`config.mk`:
```
export PLATFORM = sky130hd
export DESIGN_NAME = sgw_walker
export DESIGN_NICKNAME = d
export VERILOG_FILES = /design/src/rtl/sgw_pkg.sv /design/src/rtl/sgw_table_check.sv /design/src/rtl/sgw_desc_unpack.sv /design/src/rtl/sgw_residue_acc.sv /design/src/rtl/sgw_walker.sv
export SDC_FILE = /design/constraint.sdc
export NUM_CORES = 1
export LEC_CHECK = 0
export ABC_AREA = 1
export BUFFER_PORTS_ARGS = -buffer_cell sky130_fd_sc_hd__clkbuf_2
export CAP_MARGIN = 10
export CORE_MARGIN = 2
export CORE_UTILIZATION = 58
export CTS_BUF_LIST = sky130_fd_sc_hd__clkbuf_8 sky130_fd_sc_hd__clkbuf_16
export DETAILED_ROUTE_END_ITERATION = 7
export PLACE_DENSITY_LB_ADDON = 0.25
export SYNTH_ARGS = -nofsm -noshare
export SYNTH_HDL_FRONTEND = slang
export SYNTH_SLANG_ARGS = --single-unit
```
`constraint.sdc`:
```
create_clock -name clk -period 5.05 [get_ports clk]
set_input_delay 0 -clock clk [delete_from_list [all_inputs] [get_ports clk]]
set_output_delay 0 -clock clk [all_outputs]
set_load 0.1 [all_outputs]
```
`src/rtl/sgw_pkg.sv`:
```
package sgw_pkg;

    localparam int ENTRY_BYTES = 8;
    localparam int ENTRY_SHIFT = 3;

    typedef enum logic [2:0] {
        S_IDLE,
        S_CHECK,
        S_FETCH,
        S_ISSUE,
        S_MOVE,
        S_DRAIN,
        S_FINISH
    } walk_state_t;

endpackage

```
`src/rtl/sgw_table_check.sv`:
```
module sgw_table_check #(
    parameter int LEN_W = 32,
    parameter int CNT_W = 8
) (
    input  logic [LEN_W-1:0] tbl_bytes,
    input  logic [CNT_W-1:0] entry_limit,
    output logic [LEN_W-1:0] entry_count,
    output logic             bad_size,
    output logic             over_limit
);
    import sgw_pkg::*;

    localparam int CMP_W = (LEN_W > CNT_W) ? LEN_W : CNT_W;

    logic [CMP_W-1:0] cnt_ext;
    logic [CMP_W-1:0] lim_ext;

    always_comb begin
        entry_count = tbl_bytes >> ENTRY_SHIFT;
        bad_size    = |tbl_bytes[ENTRY_SHIFT-1:0];
        cnt_ext     = CMP_W'(entry_count);
        lim_ext     = CMP_W'(entry_limit);
        over_limit  = cnt_ext > lim_ext;
    end

endmodule

```
`src/rtl/sgw_desc_unpack.sv`:
```
module sgw_desc_unpack #(
    parameter int ADDR_W = 32,
    parameter int LEN_W  = 32
) (
    input  logic [ADDR_W+LEN_W-1:0] raw,
    output logic [ADDR_W-1:0]       ptr,
    output logic [LEN_W-1:0]        len
);
    localparam int NB = (ADDR_W + LEN_W) / 8;
    localparam int PB = ADDR_W / 8;
    localparam int LB = LEN_W / 8;

    logic [7:0] byte_at [NB];

    // Table byte 0 sits in the top bits of the read word.
    for (genvar g = 0; g < NB; g++) begin : g_bytes
        assign byte_at[g] = raw[(NB-1-g)*8 +: 8];
    end

    // Fields are stored most-significant byte first.
    for (genvar j = 0; j < PB; j++) begin : g_ptr
        assign ptr[(PB-1-j)*8 +: 8] = byte_at[j];
    end

    for (genvar j = 0; j < LB; j++) begin : g_len
        assign len[(LB-1-j)*8 +: 8] = byte_at[PB+j];
    end

endmodule

```
`src/rtl/sgw_residue_acc.sv`:
```
module sgw_residue_acc #(
    parameter int LEN_W = 32
) (
    input  logic             clk,
    input  logic             rst_n,
    input  logic             clr,
    input  logic             add_en,
    input  logic [LEN_W-1:0] add_val,
    output logic [LEN_W-1:0] total
);
    always_ff @(posedge clk or negedge rst_n) begin
        if (!rst_n) begin
            total <= '0;
        end else if (clr) begin
            total <= '0;
        end else if (add_en) begin
            total <= total + add_val;
        end
    end

endmodule

```
`src/rtl/sgw_walker.sv`:
```
module sgw_walker #(
    parameter int ADDR_W = 32,
    parameter int LEN_W  = 32,
    parameter int CNT_W  = 8
) (
    input  logic                    clk,
    input  logic                    rst_n,
    input  logic                    start,
    input  logic                    sg_mode,
    input  logic [ADDR_W-1:0]       cmd_addr,
    input  logic [LEN_W-1:0]        cmd_len,
    input  logic [CNT_W-1:0]        max_entries,
    output logic                    fetch_req,
    output logic [ADDR_W-1:0]       fetch_addr,
    input  logic                    fetch_ack,
    input  logic [ADDR_W+LEN_W-1:0] fetch_data,
    output logic                    rgn_valid,
    input  logic                    rgn_ready,
    output logic [ADDR_W-1:0]       rgn_addr,
    output logic [LEN_W-1:0]        rgn_len,
    input  logic                    moved_valid,
    input  logic [LEN_W-1:0]        moved_bytes,
    output logic                    done,
    output logic [LEN_W-1:0]        residue,
    output logic                    fmt_err,
    output logic                    limit_err
);
    import sgw_pkg::*;

    walk_state_t st, st_n;

    logic              sg_q;
    logic [ADDR_W-1:0] base_q;
    logic [LEN_W-1:0]  len_q;
    logic [CNT_W-1:0]  max_q;
    logic [LEN_W-1:0]  nent_q;
    logic [LEN_W-1:0]  idx_q;
    logic [ADDR_W-1:0] rgn_addr_q;
    logic [LEN_W-1:0]  rgn_len_q;
    logic              fmt_q;
    logic              lim_q;

    logic [LEN_W-1:0]  tc_n;
    logic              tc_fmt;
    logic              tc_lim;
    logic [ADDR_W-1:0] dp_ptr;
    logic [LEN_W-1:0]  dp_len;

    logic              last_entry;
    logic              short_move;
    logic [LEN_W-1:0]  unmoved;
    logic              acc_clr;
    logic              acc_en;
    logic [LEN_W-1:0]  acc_val;
    logic              accept;

    sgw_table_check #(.LEN_W(LEN_W), .CNT_W(CNT_W)) u_check (
        .tbl_bytes  (len_q),
        .entry_limit(max_q),
        .entry_count(tc_n),
        .bad_size   (tc_fmt),
        .over_limit (tc_lim)
    );

    sgw_desc_unpack #(.ADDR_W(ADDR_W), .LEN_W(LEN_W)) u_unpack (
        .raw(fetch_data),
        .ptr(dp_ptr),
        .len(dp_len)
    );

    sgw_residue_acc #(.LEN_W(LEN_W)) u_acc (
        .clk    (clk),
        .rst_n  (rst_n),
        .clr    (acc_clr),
        .add_en (acc_en),
        .add_val(acc_val),
        .total  (residue)
    );

    assign accept     = (st == S_IDLE) && start;
    assign last_entry = (idx_q == nent_q - LEN_W'(1));
    assign short_move = moved_bytes < rgn_len_q;
    assign unmoved    = short_move ? (rgn_len_q - moved_bytes) : '0;

    // State register
    always_ff @(posedge clk or negedge rst_n) begin
        if (!rst_n) begin
            st <= S_IDLE;
        end else begin
            st <= st_n;
        end
    end

    // Next-state decode
    always_comb begin
        st_n = st;
        unique case (st)
            S_IDLE: begin
                if (start) begin
                    if (sg_mode)             st_n = S_CHECK;
                    else if (cmd_len == '0)  st_n = S_FINISH;
                    else                     st_n = S_ISSUE;
                end
            end
            S_CHECK: begin
                if (tc_fmt || tc_lim || (tc_n == '0)) st_n = S_FINISH;
                else                                  st_n = S_FETCH;
            end
            S_FETCH: begin
                if (fetch_ack) begin
                    if (dp_len != '0)    st_n = S_ISSUE;
                    else if (last_entry) st_n = S_FINISH;
                    else                 st_n = S_FETCH;
                end
            end
            S_ISSUE: begin
                if (rgn_ready) st_n = S_MOVE;
            end
            S_MOVE: begin
                if (moved_valid) begin
                    if (!sg_q || last_entry) st_n = S_FINISH;
                    else if (short_move)     st_n = S_DRAIN;
                    else                     st_n = S_FETCH;
                end
            end
            S_DRAIN: begin
                if (fetch_ack && last_entry) st_n = S_FINISH;
            end
            S_FINISH: st_n = S_IDLE;
            default:  st_n = S_IDLE;
        endcase
    end

    // Walk bookkeeping registers
    always_ff @(posedge clk or negedge rst_n) begin
        if (!rst_n) begin
            sg_q       <= 1'b0;
            base_q     <= '0;
            len_q      <= '0;
            max_q      <= '0;
            nent_q     <= '0;
            idx_q      <= '0;
            rgn_addr_q <= '0;
            rgn_len_q  <= '0;
            fmt_q      <= 1'b0;
            lim_q      <= 1'b0;
        end else begin
            unique case (st)
                S_IDLE: begin
                    if (start) begin
                        sg_q       <= sg_mode;
                        base_q     <= cmd_addr;
                        len_q      <= cmd_len;
                        max_q      <= max_entries;
                        nent_q     <= '0;
                        idx_q      <= '0;
                        rgn_addr_q <= cmd_addr;
                        rgn_len_q  <= cmd_len;
                        fmt_q      <= 1'b0;
                        lim_q      <= 1'b0;
                    end
                end
                S_CHECK: begin
                    nent_q <= tc_n;
                    fmt_q  <= tc_fmt;
                    lim_q  <= tc_lim;
                end
                S_FETCH: begin
                    if (fetch_ack) begin
                        rgn_addr_q <= dp_ptr;
                        rgn_len_q  <= dp_len;
                        if ((dp_len == '0) && !last_entry) idx_q <= idx_q + LEN_W'(1);
                    end
                end
                S_MOVE: begin
                    if (moved_valid && sg_q && !last_entry) idx_q <= idx_q + LEN_W'(1);
                end
                S_DRAIN: begin
                    if (fetch_ack && !last_entry) idx_q <= idx_q + LEN_W'(1);
                end
                S_ISSUE, S_FINISH: ;
                default: ;
            endcase
        end
    end

    // Residue accumulation
    always_comb begin
        acc_clr = accept;
        acc_en  = 1'b0;
        acc_val = '0;
        if ((st == S_MOVE) && moved_valid) begin
            acc_en  = 1'b1;
            acc_val = unmoved;
        end else if ((st == S_DRAIN) && fetch_ack) begin
            acc_en  = 1'b1;
            acc_val = dp_len;
        end
    end

    // Outputs
    always_comb begin
        fetch_req  = 1'b0;
        rgn_valid  = 1'b0;
        done       = 1'b0;
        fetch_addr = base_q + (ADDR_W'(idx_q) << ENTRY_SHIFT);
        rgn_addr   = rgn_addr_q;
        rgn_len    = rgn_len_q;
        fmt_err    = fmt_q;
        limit_err  = lim_q;
        unique case (st)
            S_FETCH, S_DRAIN: fetch_req = 1'b1;
            S_ISSUE:          rgn_valid = 1'b1;
            S_FINISH:         done      = 1'b1;
            S_IDLE, S_CHECK, S_MOVE: ;
            default: ;
        endcase
    end

endmodule

```
==> impl_results.md <==
* Status: finished, final reports clean
* Peak Freq at 205 MHz
* Die Y at 179 um
* Pin count of the biggest net entering global routing at 137
* TritonCTS Buffers at 28
* Clock sinks at 235
* Drt via density at 6.02
* Initial antenna violation count at 6
* Async SR Flop Fraction at 100%
* Sequential power share at 20.3%
* Clock power share at 12.9%
* Critical Path AT at 5.31 ns
* R2R setup slack at 0.17 ns
* CTS max path bufs at 3
* FILL cells at 2,217
* Layout cells sized above 1 at 14.9%
* Placed cell count at 3,197
* CP max FO at 11
* Main synth FF type: dfrtp_1
* Synth Net Count at 2,845
* Drt wl/cell at 19.6 um
* DIE AREA at 32,200 um^2
* First-pass DRT Iterations at 8
* Power Density at 727 nW/um^2
* Nets at 3,301
* Final WL at 67.2 mm
* Gr usage total at 41.5%
* Post-synthesis sequential area ratio at 33.0%
* Finish-stage setup viols at 0
* Root buf cell: clkbuf_16
* Cell Rows at 64
* Most frequent cell on the critical path: nand2_1
* Worst rel slew slack at 35.3%
* Logic pwr share at 66.9%
* Sw Pwr at 9.76 mW
* DIE WIDTH at 179 um
* Netlist Area Pre-Place at 17,800 um^2
* Worst Setup Path Type: reg -> reg
* CP Data Required Time at 5.49 ns
* Vias post-DR at 20,700
* Worst slew pin tran at 0.969 ns
* Post-CTS Setup Bufs at 0
* Initial core utilization at 58.6%
* Final hold violations at 0
* Commonest non-fill, non-tap cell in the layout: nand2_1
* Non-filler instance count after layout at 3,439
* Gpl congestion at 1.04
* Area Overhead vs Synth at 26.3%
* Ports at 308
* Number of synthesized flops with an enable pin at 0
* Max IR drop VDD at 0.537 mV
* RSZ-0062 raised after global routing: false
* Crit-path max cell delay at 0.61 ns
* GRT overflow at 0
* Post-synth cell types at 46
* Yosys warns at 0
* Pre-CTS WS at 0.333 ns
* Clk pin slew, worst setup/hold paths at 0.06 ns
* Final TNS setup at 0 ns
* # H-tree levels at 1
* Most frequent cells in the layout: nand2_1 (648), clkbuf_2 (306), nor2_1 (285)
* Total power at 16.4 mW
* Yosys reg bits at 235
* Max cap viols at 0
* Crit start category: flip-flop
* Slowest stage cell on the critical path: nor4_1
* Core area at 30,400 um^2
* Hold Slack at 0.0335 ns
* Drt initial violations at 1,789
* DRC at 0
* First-pass GRT wire length at 105 mm
* Net Sw Frac at 59.6%
* Skew-Pair Late Insertion Delay at 0.57 ns
* Crit-path cells: ha_1 > nand2_1 > nor4_1 > nand2_1 > nand2_1 > nand2_1 > nand2_1 > nand2_1 > nor2_2 > inv_1 > o21ai_0 > ha_1 > a21oi_1 > nand2_1 > nand2_1 > o21ai_0 > buf_4 > nand3_1 > nand3_1 > a211oi_1 > nand2_1 > nand2_1 > o21ai_0
* CTS tree: built
* Fin crit share at 96.6%
* DP HPWL at 45.8 mm
* Tmin final at 4.88 ns
* Worst Hold Class: in -> reg
* Setup Skew at 0.0126 ns
* Setup crit end kind: flip-flop
* Leak pwr at 11.6 nW
* Vias in the first global route at 20,500
* Synth Area per Inst at 6.97 um^2
* Fin worst setup slack at 0.174 ns
* Slew Viols, Final at 0
* Syn Inst Count at 2,559
* IO Port Bufs at 307
* Antenna Nets Post-Route at 0
* Internal at 6.62 mW
-- worst max-delay path: cells and delay by family (launching register included) --
family	cells	cell delay, ns
buffers and inverters	2	0.37
AOI/OAI and AO/OA	5	0.99
DFF	1	0.41
and+or+nand+nor	14	2.21
adders and majority gates	2	0.75
-- sequential cells by signal (all words and copies together), names as in the netlist, 3 cells and up --
register / count
rgn_len: 32
max_q: 8
nent_q: 29
len_q: 32
base_q: 32
st: 3
idx_q: 32
u_acc.total: 32
rgn_addr: 32
-- cells by family (layout without fill, tap and decap cells) --
logic type      after synthesis  in the layout  synth area share [%]
compound gates              462            462                  14.5
xor+xnor                     91             91                  4.47
fa+ha+maj                   111            111                  7.91
buf+inv                     369            847                  7.99
flops                       235            235                  33.0
mux                          35             35                  2.21
other cells                   0              6                     0
simple gates               1256           1256                  30.0
-- repair_timing --
item | CTS | global route
gates resized for setup | 0 | 1
setup endpoints to repair | 0 | 4
hold buffers | 184 | 0
hold endpoints to repair | 239 | 0
-- layout make-up --
class                      count  area (um^2)  area share, %
inverter                     285         1070           4.75
sequential                   235         5880           26.1
antenna                        6         15.0         0.0666
clock inverter                18          159          0.705
clock buffer                  34          795           3.53
multi-input combinational   1955        10600           46.9
tap                          396          495           2.20
timing repair buffer         510         3560           15.8
-- cells in the mapped netlist, types with 6 or more instances --
cell      number  area share, %
o22ai_1       25           0.88
clkbuf_1      68            1.4
nor4_1        25           0.88
nor2_2        13           0.46
nor3_1        36            1.0
inv_1        276            5.8
a31oi_1       70            2.5
o21bai_1       9           0.38
a21oi_1      156            4.4
dfrtp_1      235             33
nand4_1       64            2.2
nand2_1      650             14
xnor2_1       40            2.0
mux2_2        35            2.2
nor2_1       286            6.0
nand2_2        6           0.21
ha_1         108            7.6
o21ai_0      150            4.2
nand3_1      150            4.2
nand3b_1      10           0.42
xor2_1        51            2.5
a21o_1        19           0.80
-- stage by stage --
step	util [%]	cell area, um^2
2_1_floorplan	-	17800
4_1_cts	74.0	22500
3_5_place_dp	64.8	19700
6_report	74.1	22500
5_1_grt	74.1	22500
3_3_place_gp	64.8	19700
-- worst paths after layout --
kind,endpoint,cells after the start,startpoint
worst max-delay path,u_acc.total[30],23,rgn_len[14]
max in group asynchronous,u_acc.total[29],3,rst_n
worst min register to register,len_q[16],2,len_q[16]
worst min-delay path,len_q[25],4,start
worst max register to register,u_acc.total[30],23,rgn_len[14]
min in group asynchronous,rgn_addr[23],2,rst_n
-- layer usage --
metal  routed length (um)  share of wire (%)  global-route usage, %  vias up
li1                     -                  -                      -     9452
met1                24800                 37                   48.7     9537
met2                31400                 47                   68.2     1315
met3                 5920                8.8                   9.75      412
met4                 5170                7.7                   26.7        0
met5                    0                  0                      0        -
-- power groups by stage --
stage / registers, mW / logic, mW / clock network [mW]
2_1_floorplan: 5.49 / 5.75 / 0
3_3_place_gp: 3.25 / 9.91 / 0
3_5_place_dp: 3.29 / 10.1 / 0
4_1_cts: 3.27 / 10.6 / 2.10
5_1_grt: 3.40 / 11.7 / 2.18
6_report: 3.32 / 10.9 / 2.10
(Power assumes the default switching activity.)
